## src/rtl/dac_fe_pkg.sv

```systemverilog
package dac_fe_pkg;

  typedef enum logic {
    CLR_ZERO = 1'b0,
    CLR_MID  = 1'b1
  } clr_mode_e;

  typedef struct packed {
    logic rise_a;
    logic rise_b;
    logic fall_c;
    logic rise_d;
  } strobe_pins_t;

endpackage

```

## src/rtl/dac_sync_bit.sv

```systemverilog
module dac_sync_bit #(
  parameter int unsigned STAGES  = 2,
  parameter logic        RST_VAL = 1'b0
) (
  input  logic clk_i,
  input  logic rst_ni,
  input  logic d_i,
  output logic q_o
);

  logic [STAGES-1:0] pipe_q;

  always_ff @(posedge clk_i or negedge rst_ni) begin
    if (!rst_ni) pipe_q <= {STAGES{RST_VAL}};
    else         pipe_q <= {pipe_q[STAGES-2:0], d_i};
  end

  assign q_o = pipe_q[STAGES-1];

endmodule

```

## src/rtl/dac_strobe_gate.sv

```systemverilog
module dac_strobe_gate
  import dac_fe_pkg::*;
#(
  parameter int unsigned SYNC_STAGES = 2
) (
  input  logic         clk_i,
  input  logic         rst_ni,
  input  strobe_pins_t strobes_i,
  input  logic         sdi_i,
  output logic         shift_en_o,
  output logic         sdi_o
);

  // any strobe leaving idle raises the merged strobe; others idle => edge counts
  logic merged;
  logic merged_s;
  logic merged_prev_q;

  assign merged = strobes_i.rise_a | strobes_i.rise_b | ~strobes_i.fall_c | strobes_i.rise_d;

  dac_sync_bit #(.STAGES(SYNC_STAGES), .RST_VAL(1'b0)) i_sync_stb (
    .clk_i (clk_i),
    .rst_ni(rst_ni),
    .d_i   (merged),
    .q_o   (merged_s)
  );

  // data delayed by the same depth so it lines up with its strobe
  dac_sync_bit #(.STAGES(SYNC_STAGES), .RST_VAL(1'b0)) i_sync_sdi (
    .clk_i (clk_i),
    .rst_ni(rst_ni),
    .d_i   (sdi_i),
    .q_o   (sdi_o)
  );

  always_ff @(posedge clk_i or negedge rst_ni) begin
    if (!rst_ni) merged_prev_q <= 1'b0;
    else         merged_prev_q <= merged_s;
  end

  assign shift_en_o = merged_s & ~merged_prev_q;

  AST_EN_SINGLE: assert property (@(posedge clk_i) disable iff (!rst_ni)
    shift_en_o |=> !shift_en_o);

endmodule

```

## src/rtl/dac_shift_reg.sv

```systemverilog
module dac_shift_reg #(
  parameter int unsigned       DATA_W   = 16,
  parameter logic [DATA_W-1:0] RST_CODE = '0
) (
  input  logic              clk_i,
  input  logic              rst_ni,
  input  logic              shift_en_i,
  input  logic              sdi_i,
  output logic [DATA_W-1:0] word_o,
  output logic              sdo_o
);

  logic [DATA_W-1:0] word_q;

  always_ff @(posedge clk_i or negedge rst_ni) begin
    if (!rst_ni)         word_q <= RST_CODE;
    else if (shift_en_i) word_q <= {word_q[DATA_W-2:0], sdi_i};
  end

  assign word_o = word_q;
  assign sdo_o  = word_q[DATA_W-1];

  AST_SHIFT_BODY: assert property (@(posedge clk_i) disable iff (!rst_ni)
    shift_en_i |=> word_o[DATA_W-1:1] == $past(word_o[DATA_W-2:0]));
  AST_SHIFT_LSB: assert property (@(posedge clk_i) disable iff (!rst_ni)
    shift_en_i |=> word_o[0] == $past(sdi_i));
  AST_SDO_HOLD: assert property (@(posedge clk_i) disable iff (!rst_ni)
    !shift_en_i |=> $stable(sdo_o));

endmodule

```

## src/rtl/dac_hold_reg.sv

```systemverilog
module dac_hold_reg #(
  parameter int unsigned       DATA_W   = 16,
  parameter logic [DATA_W-1:0] RST_CODE = '0
) (
  input  logic              clk_i,
  input  logic              rst_ni,
  input  logic              load_i,
  input  logic [DATA_W-1:0] word_i,
  output logic [DATA_W-1:0] code_o,
  output logic              updated_o
);

  logic [DATA_W-1:0] code_q;
  logic              load_prev_q;
  logic              updated_q;

  always_ff @(posedge clk_i or negedge rst_ni) begin
    if (!rst_ni) begin
      code_q      <= RST_CODE;
      load_prev_q <= 1'b0;
      updated_q   <= 1'b0;
    end else begin
      load_prev_q <= load_i;
      updated_q   <= load_i & ~load_prev_q;
      if (load_i) code_q <= word_i;
    end
  end

  assign code_o    = code_q;
  assign updated_o = updated_q;

  AST_HOLD_CODE: assert property (@(posedge clk_i) disable iff (!rst_ni)
    !load_i |=> $stable(code_o));
  AST_FOLLOW_CODE: assert property (@(posedge clk_i) disable iff (!rst_ni)
    load_i |=> code_o == $past(word_i));
  AST_UPD_SINGLE: assert property (@(posedge clk_i) disable iff (!rst_ni)
    updated_o |=> !updated_o);
  AST_UPD_CAUSE: assert property (@(posedge clk_i) disable iff (!rst_ni)
    updated_o |-> $past(load_i));

endmodule

```

## src/rtl/serial_dac_front.sv

```systemverilog
module serial_dac_front
  import dac_fe_pkg::*;
#(
  parameter int unsigned DATA_W      = 16,
  parameter int unsigned SYNC_STAGES = 2,
  parameter clr_mode_e   CLR_MODE    = CLR_ZERO
) (
  input  logic              clk_i,
  input  logic              rst_ni,
  input  logic              clr_ni,
  input  logic              stb_rise_a_i,
  input  logic              stb_rise_b_i,
  input  logic              stb_fall_c_i,
  input  logic              stb_rise_d_i,
  input  logic              sdi_i,
  input  logic              ld_a_ni,
  input  logic              ld_b_ni,
  output logic [DATA_W-1:0] dac_code_o,
  output logic              sdo_o,
  output logic              dac_updated_o
);

  localparam logic [DATA_W-1:0] RST_CODE =
    (CLR_MODE == CLR_MID) ? {1'b1, {(DATA_W-1){1'b0}}} : '0;

  // clear touches data registers only; synchronizers keep their history
  logic data_rst_n;
  assign data_rst_n = rst_ni & clr_ni;

  strobe_pins_t      strobes;
  logic              shift_en;
  logic              sdi_s;
  logic              load_s;
  logic [DATA_W-1:0] in_word;

  assign strobes = '{rise_a: stb_rise_a_i, rise_b: stb_rise_b_i,
                     fall_c: stb_fall_c_i, rise_d: stb_rise_d_i};

  dac_strobe_gate #(.SYNC_STAGES(SYNC_STAGES)) i_strobe_gate (
    .clk_i     (clk_i),
    .rst_ni    (rst_ni),
    .strobes_i (strobes),
    .sdi_i     (sdi_i),
    .shift_en_o(shift_en),
    .sdi_o     (sdi_s)
  );

  // same depth as the strobe path keeps load ordered after the last shift
  dac_sync_bit #(.STAGES(SYNC_STAGES), .RST_VAL(1'b0)) i_sync_load (
    .clk_i (clk_i),
    .rst_ni(rst_ni),
    .d_i   (~ld_a_ni & ~ld_b_ni),
    .q_o   (load_s)
  );

  dac_shift_reg #(.DATA_W(DATA_W), .RST_CODE(RST_CODE)) i_shift_reg (
    .clk_i     (clk_i),
    .rst_ni    (data_rst_n),
    .shift_en_i(shift_en),
    .sdi_i     (sdi_s),
    .word_o    (in_word),
    .sdo_o     (sdo_o)
  );

  dac_hold_reg #(.DATA_W(DATA_W), .RST_CODE(RST_CODE)) i_hold_reg (
    .clk_i    (clk_i),
    .rst_ni   (data_rst_n),
    .load_i   (load_s),
    .word_i   (in_word),
    .code_o   (dac_code_o),
    .updated_o(dac_updated_o)
  );

  AST_CLR_CODE: assert property (@(posedge clk_i) disable iff (!rst_ni)
    !clr_ni |-> (dac_code_o == RST_CODE) && (sdo_o == RST_CODE[DATA_W-1]));

endmodule

```

## config.mk

```make
export PLATFORM = sky130hd
export DESIGN_NAME = serial_dac_front
export DESIGN_NICKNAME = d
export VERILOG_FILES = /design/src/rtl/dac_fe_pkg.sv /design/src/rtl/dac_sync_bit.sv /design/src/rtl/dac_strobe_gate.sv /design/src/rtl/dac_shift_reg.sv /design/src/rtl/dac_hold_reg.sv /design/src/rtl/serial_dac_front.sv
export SDC_FILE = /design/constraint.sdc
export NUM_CORES = 1
export LEC_CHECK = 0
export BUFFER_PORTS_ARGS = -buffer_cell sky130_fd_sc_hd__buf_2
export CAP_MARGIN = 20
export CORE_MARGIN = 2
export CORE_UTILIZATION = 40
export CTS_CLUSTER_SIZE = 14
export DETAILED_ROUTE_END_ITERATION = 16
export PLACE_DENSITY = 0.57
export REMOVE_ABC_BUFFERS = 1
export SYNTH_ARGS = -nofsm -noshare
export SYNTH_HDL_FRONTEND = slang
export SYNTH_SLANG_ARGS = --single-unit
```

## constraint.sdc

```tcl
create_clock -name clk_i -period 1.76 [get_ports clk_i]
set_input_delay 0.088 -clock clk_i [delete_from_list [all_inputs] [get_ports clk_i]]
set_output_delay 0.088 -clock clk_i [all_outputs]
set_load 0.02 [all_outputs]
```

## Word level (Yosys, flattened, before mapping)

Index checks and enable logic that the tools add are counted.

- Input port bits: 10
- Logic and storage cells: 20
- Bits in registers: 41

- Bitwise gates (word level): 12

Operators with widths:

| operator | number |
|---|---|
| inverter 1 bit | 5 |
| AND 1 bit | 4 |
| bitwise OR 1 bit | 3 |

## Longest topological paths before layout

- Depth in word-level cells: 3
- Mapped depth: 4

## Hierarchy

Synthesis repeated with hierarchy kept, for this count alone.

- Cell total of the unflattened synthesis: 83
- Area total of the unflattened synthesis: 1560.2 um2

By module, submodules not included:

| module | instances | seq. area each (um2) | area an instance (um2) | cells each |
|---|---|---|---|---|
| dac_hold_reg | 1 | 450.4 | 701.9 | 37 |
| dac_shift_reg | 1 | 400.4 | 656.9 | 35 |
| dac_sync_bit | 3 | 50.0 | 50.0 | 2 |
| dac_strobe_gate | 1 | 25.0 | 41.3 | 3 |
| serial_dac_front | 1 | 0.0 | 10.0 | 2 |

## Worst setup path after synthesis

No wires, ideal clock.

- Path kind: flip-flop to flip-flop
- Start: reg i_strobe_gate.merged_prev_q
- End: reg i_shift_reg.word_q[0] (netlist: i_shift_reg.word_o[0])
- Slack: 608 ps
- Setup time: 125 ps
- Arrival: 1027 ps
- Clock period less this slack: 1152 ps
- Stages on the path, launching flop included: 5
- Buffers on the path: 2
- Data required time: 1635 ps
- Cells stage by stage: dfrtp_1 nor2b_4 buf_6 buf_12 mux2_4

- Cells in the longest elaborated chain, start to end: 2

Ends and longest elaborated chain:

| element | line | source |
|---|---|---|
| from (decl) | dac_strobe_gate.sv:17 | `logic merged_prev_q;` |
| from (signal assigned) | dac_strobe_gate.sv:38 | `else merged_prev_q <= merged_s;` |
| inverter 1 bit | dac_strobe_gate.sv:41 | `assign shift_en_o = merged_s & ~merged_prev_q;` |
| AND 1 bit | dac_strobe_gate.sv:41 |  |
| to (signal assigned) | dac_shift_reg.sv:17 | `else if (shift_en_i) word_q <= {word_q[DATA_W-2:0], sdi_i};` |
| to (decl) | dac_shift_reg.sv:13 | `logic [DATA_W-1:0] word_q;` |

No other way between the ends.
A chain may end at the register's enable or synchronous reset.

## Worst setup path after layout

- Start: reg i_strobe_gate.merged_prev_q
- End: reg i_shift_reg.word_q[10] (netlist: i_shift_reg.word_o[10])

The elaborated chain is that of the path after synthesis.

==> results.ini <==
[cts]
cts_root_buf = clkbuf_8
clock-sinks = 41
clkTransAtPathRegs_ps = 70
cts_buffers = 5
cts_tree = built
clk_latency_ps = 280
clk_path_buf_depth = 2
cts_max_level = 2
postCtsSetupBuffers = 0

[grt]
grt_pass1_wl_um = 3600
grtUsageTotal_pct = 11.6
grt_max_degree = 35
antenna_found_initial = 0
grt_overflow_total = 0
grt_pass1_vias = 794

[flow_run]
drv_cap = 0

[finish]
fin_nets = 130
register_area_um2 = 1030
multi_input_area_um2 = 438
drive_gt1_share_pct = 58.7
antenna_cells = 0
fillers = 345
syn2layout_area_growth_pct = 22.6

[synth]
yosys_warnings = 0
yosysMostFrequentCell = dfrtp_1
synth_top_cell_area_share_pct = 68.0
yosys.area.top_type = dfrtp_1
seq_area_frac_synth_pct = 68.0
ys_ff_latch = 41
syn_inst = 82
synth.avg_cell_area_um2 = 18.4
async_flop_share_pct = 100
synth_edf_count = 0
yosysUniqueCellTypes = 12
syn-cell-area_um2 = 1510
yosys-top-cells-count = dfrtp_1 (41), mux2_2 (22), mux2_4 (10)
synth_ff_type = dfrtp_1
synth.top_cells.by_area = dfrtp_1 (68%), mux2_2 (16%), mux2_4 (10%), buf_12 (1.3%), nor2b_4 (0.91%)

[detailed_routing]
wl_per_cell_um = 11.8
post-route-drc-count = 0
antenna_left = 0
via_per_inst = 4.62
firstDrtPassIters = 2
wl_um = 2000
via_count = 780
drt-initial-drc-count = 14

[timing]
fin_crit_sh_pct = 77.5
clock.fmax_mhz = 733
slew_viol_final = 0
hold_viol = 0
setup_tns_ps = 0
setup_viol = 0
rsz0062_at_grt = no
worst_pin_slew_ps = 542
max_slew_margin_pct = 63.8
setup_ws_ps = 396
period_minus_slack_ps = 1360
clock-skew-final_ps = 6.53

[die]
dieArea_um2 = 4280
core_area_um2 = 3630
die_x_um = 65.4
fp-row-count = 22
ioPinCount = 28
start_util_pct = 41.5
die_y_um = 65.4

[min_path]
holdPathEnd = i_strobe_gate.i_sync_stb.pipe_q[0]$_DFF_PN0_
hold_path_startpoint = stb_rise_d_i
hp-class = primary input to flip-flop
min_path_cells = 2

[setup_path]
start_kind = flip-flop
r2r_end = i_shift_reg.word_o[10]$_DFFE_PN0P_
end_kind = flip-flop
crit_fanout = 16
r2r_setup_slack_ps = 400
path_class = flip-flop to flip-flop
worstPathArrival_ps = 1530
r2r_start = i_strobe_gate.merged_prev_q$_DFF_PN0_
reg2reg_depth = 2
required_ps = 1920

[placement]
io_buffers = 27
dp_hpwl_um = 1360
pre_cts_ws_ps = 390
routabilityCongestion = 0.653

[power_and_ir_drop]
ir_drop_mv = 0.631
p_leak_uw = 0.000959
pwr_density_cell_nw_per_um2 = 1180

[outcome]
outcome = finished clean

layout make-up:
| cell class | count | area share, % |
|---|---|---|
| Multi-Input combinational cell | 37 | 23.7 |
| Clock buffer | 7 | 4.67 |
| Sequential cell | 41 | 55.5 |
| Tap cell | 48 | 3.25 |
| Timing Repair Buffer | 35 | 11.2 |
| Clock inverter | 1 | 1.62 |
state kept, by name, summed over array words and instances, names as in the netlist:
name,count
i_hold_reg.code_o,16
i_shift_reg.word_o,16
i_strobe_gate.i_sync_sdi.pipe_q,2
i_strobe_gate.i_sync_stb.pipe_q,2
i_sync_load.pipe_q,2
i_hold_reg.load_prev_q,1
i_hold_reg.updated_o,1
i_strobe_gate.merged_prev_q,1
per-stage QoR:
step / area, µm² / hold slack (ps) / util, % / std cells / power, µW
2_1_floorplan: 1460 / -208 / - / 78 / 1350
4_1_cts: 1850 / 1.27 / 50.9 / 169 / 2230
6_report: 1850 / 8.89 / 50.9 / 169 / 2190
3_3_place_gp: 1680 / -74.6 / 46.3 / 156 / 1450
3_5_place_dp: 1680 / -67.2 / 46.3 / 156 / 1460
5_1_grt: 1850 / 6.18 / 50.9 / 169 / 2320
worst max path at each step:
stage | slack (ps) | startpoint | end | depth (start not counted)
floorplan | 490 | i_strobe_gate.merged_prev_q$_DFF_PN0_ | i_shift_reg.word_o[10]$_DFFE_PN0P_ | 2
global placement | 410 | i_strobe_gate.merged_prev_q$_DFF_PN0_ | i_shift_reg.word_o[6]$_DFFE_PN0P_ | 2
detailed placement | 390 | i_strobe_gate.merged_prev_q$_DFF_PN0_ | i_shift_reg.word_o[6]$_DFFE_PN0P_ | 2
CTS | 370 | i_strobe_gate.merged_prev_q$_DFF_PN0_ | i_shift_reg.word_o[10]$_DFFE_PN0P_ | 2
global route | 300 | i_strobe_gate.i_sync_stb.pipe_q[1]$_DFF_PN0_ | i_shift_reg.word_o[11]$_DFFE_PN0P_ | 2
finish | 400 | i_strobe_gate.merged_prev_q$_DFF_PN0_ | i_shift_reg.word_o[10]$_DFFE_PN0P_ | 2
routing by layer:
metal	track usage (%)	up-vias	share of wire (%)
li1	-	361	-
met1	15.0	391	43
met2	17.1	23	50
met3	4.11	5	5.4
met4	6.25	0	1.7
met5	0	-	0
cells in the final DEF (no fill, tap or decap), drive strengths merged:
master       instances
clkbuf               7
dlygate4sd3          5
nor2                 1
bufinv               1
and2                 1
dfrtp               41
or4b                 1
nor2b                2
buf                 30
mux2                32
where the power goes:
part	internal, µW	switching [µW]	leakage (µW)	total (µW)
clock network	462	287	0.0000585	749
logic	171	145	0.000365	316
registers	1060	64.2	0.000535	1120
total	1690	496	0.000959	2190
repair_timing:
action                                 4_1_cts  5_1_grt
gates resized for setup                      0        0
hold buffers                                 5        0
endpoints found under the hold margin       43        0
cell families after synthesis:
family	share of synthesized area [%]
mux	26.4
simple gates	2.66
flops	68.0
buf+inv	2.90
worst max-delay path: stages, from the launching register on:
cell and delay, ps:
dfrtp_1 400, nor2b_4 460, mux2_2 390
No activity file was read; power rests on OpenSTA's default activity.
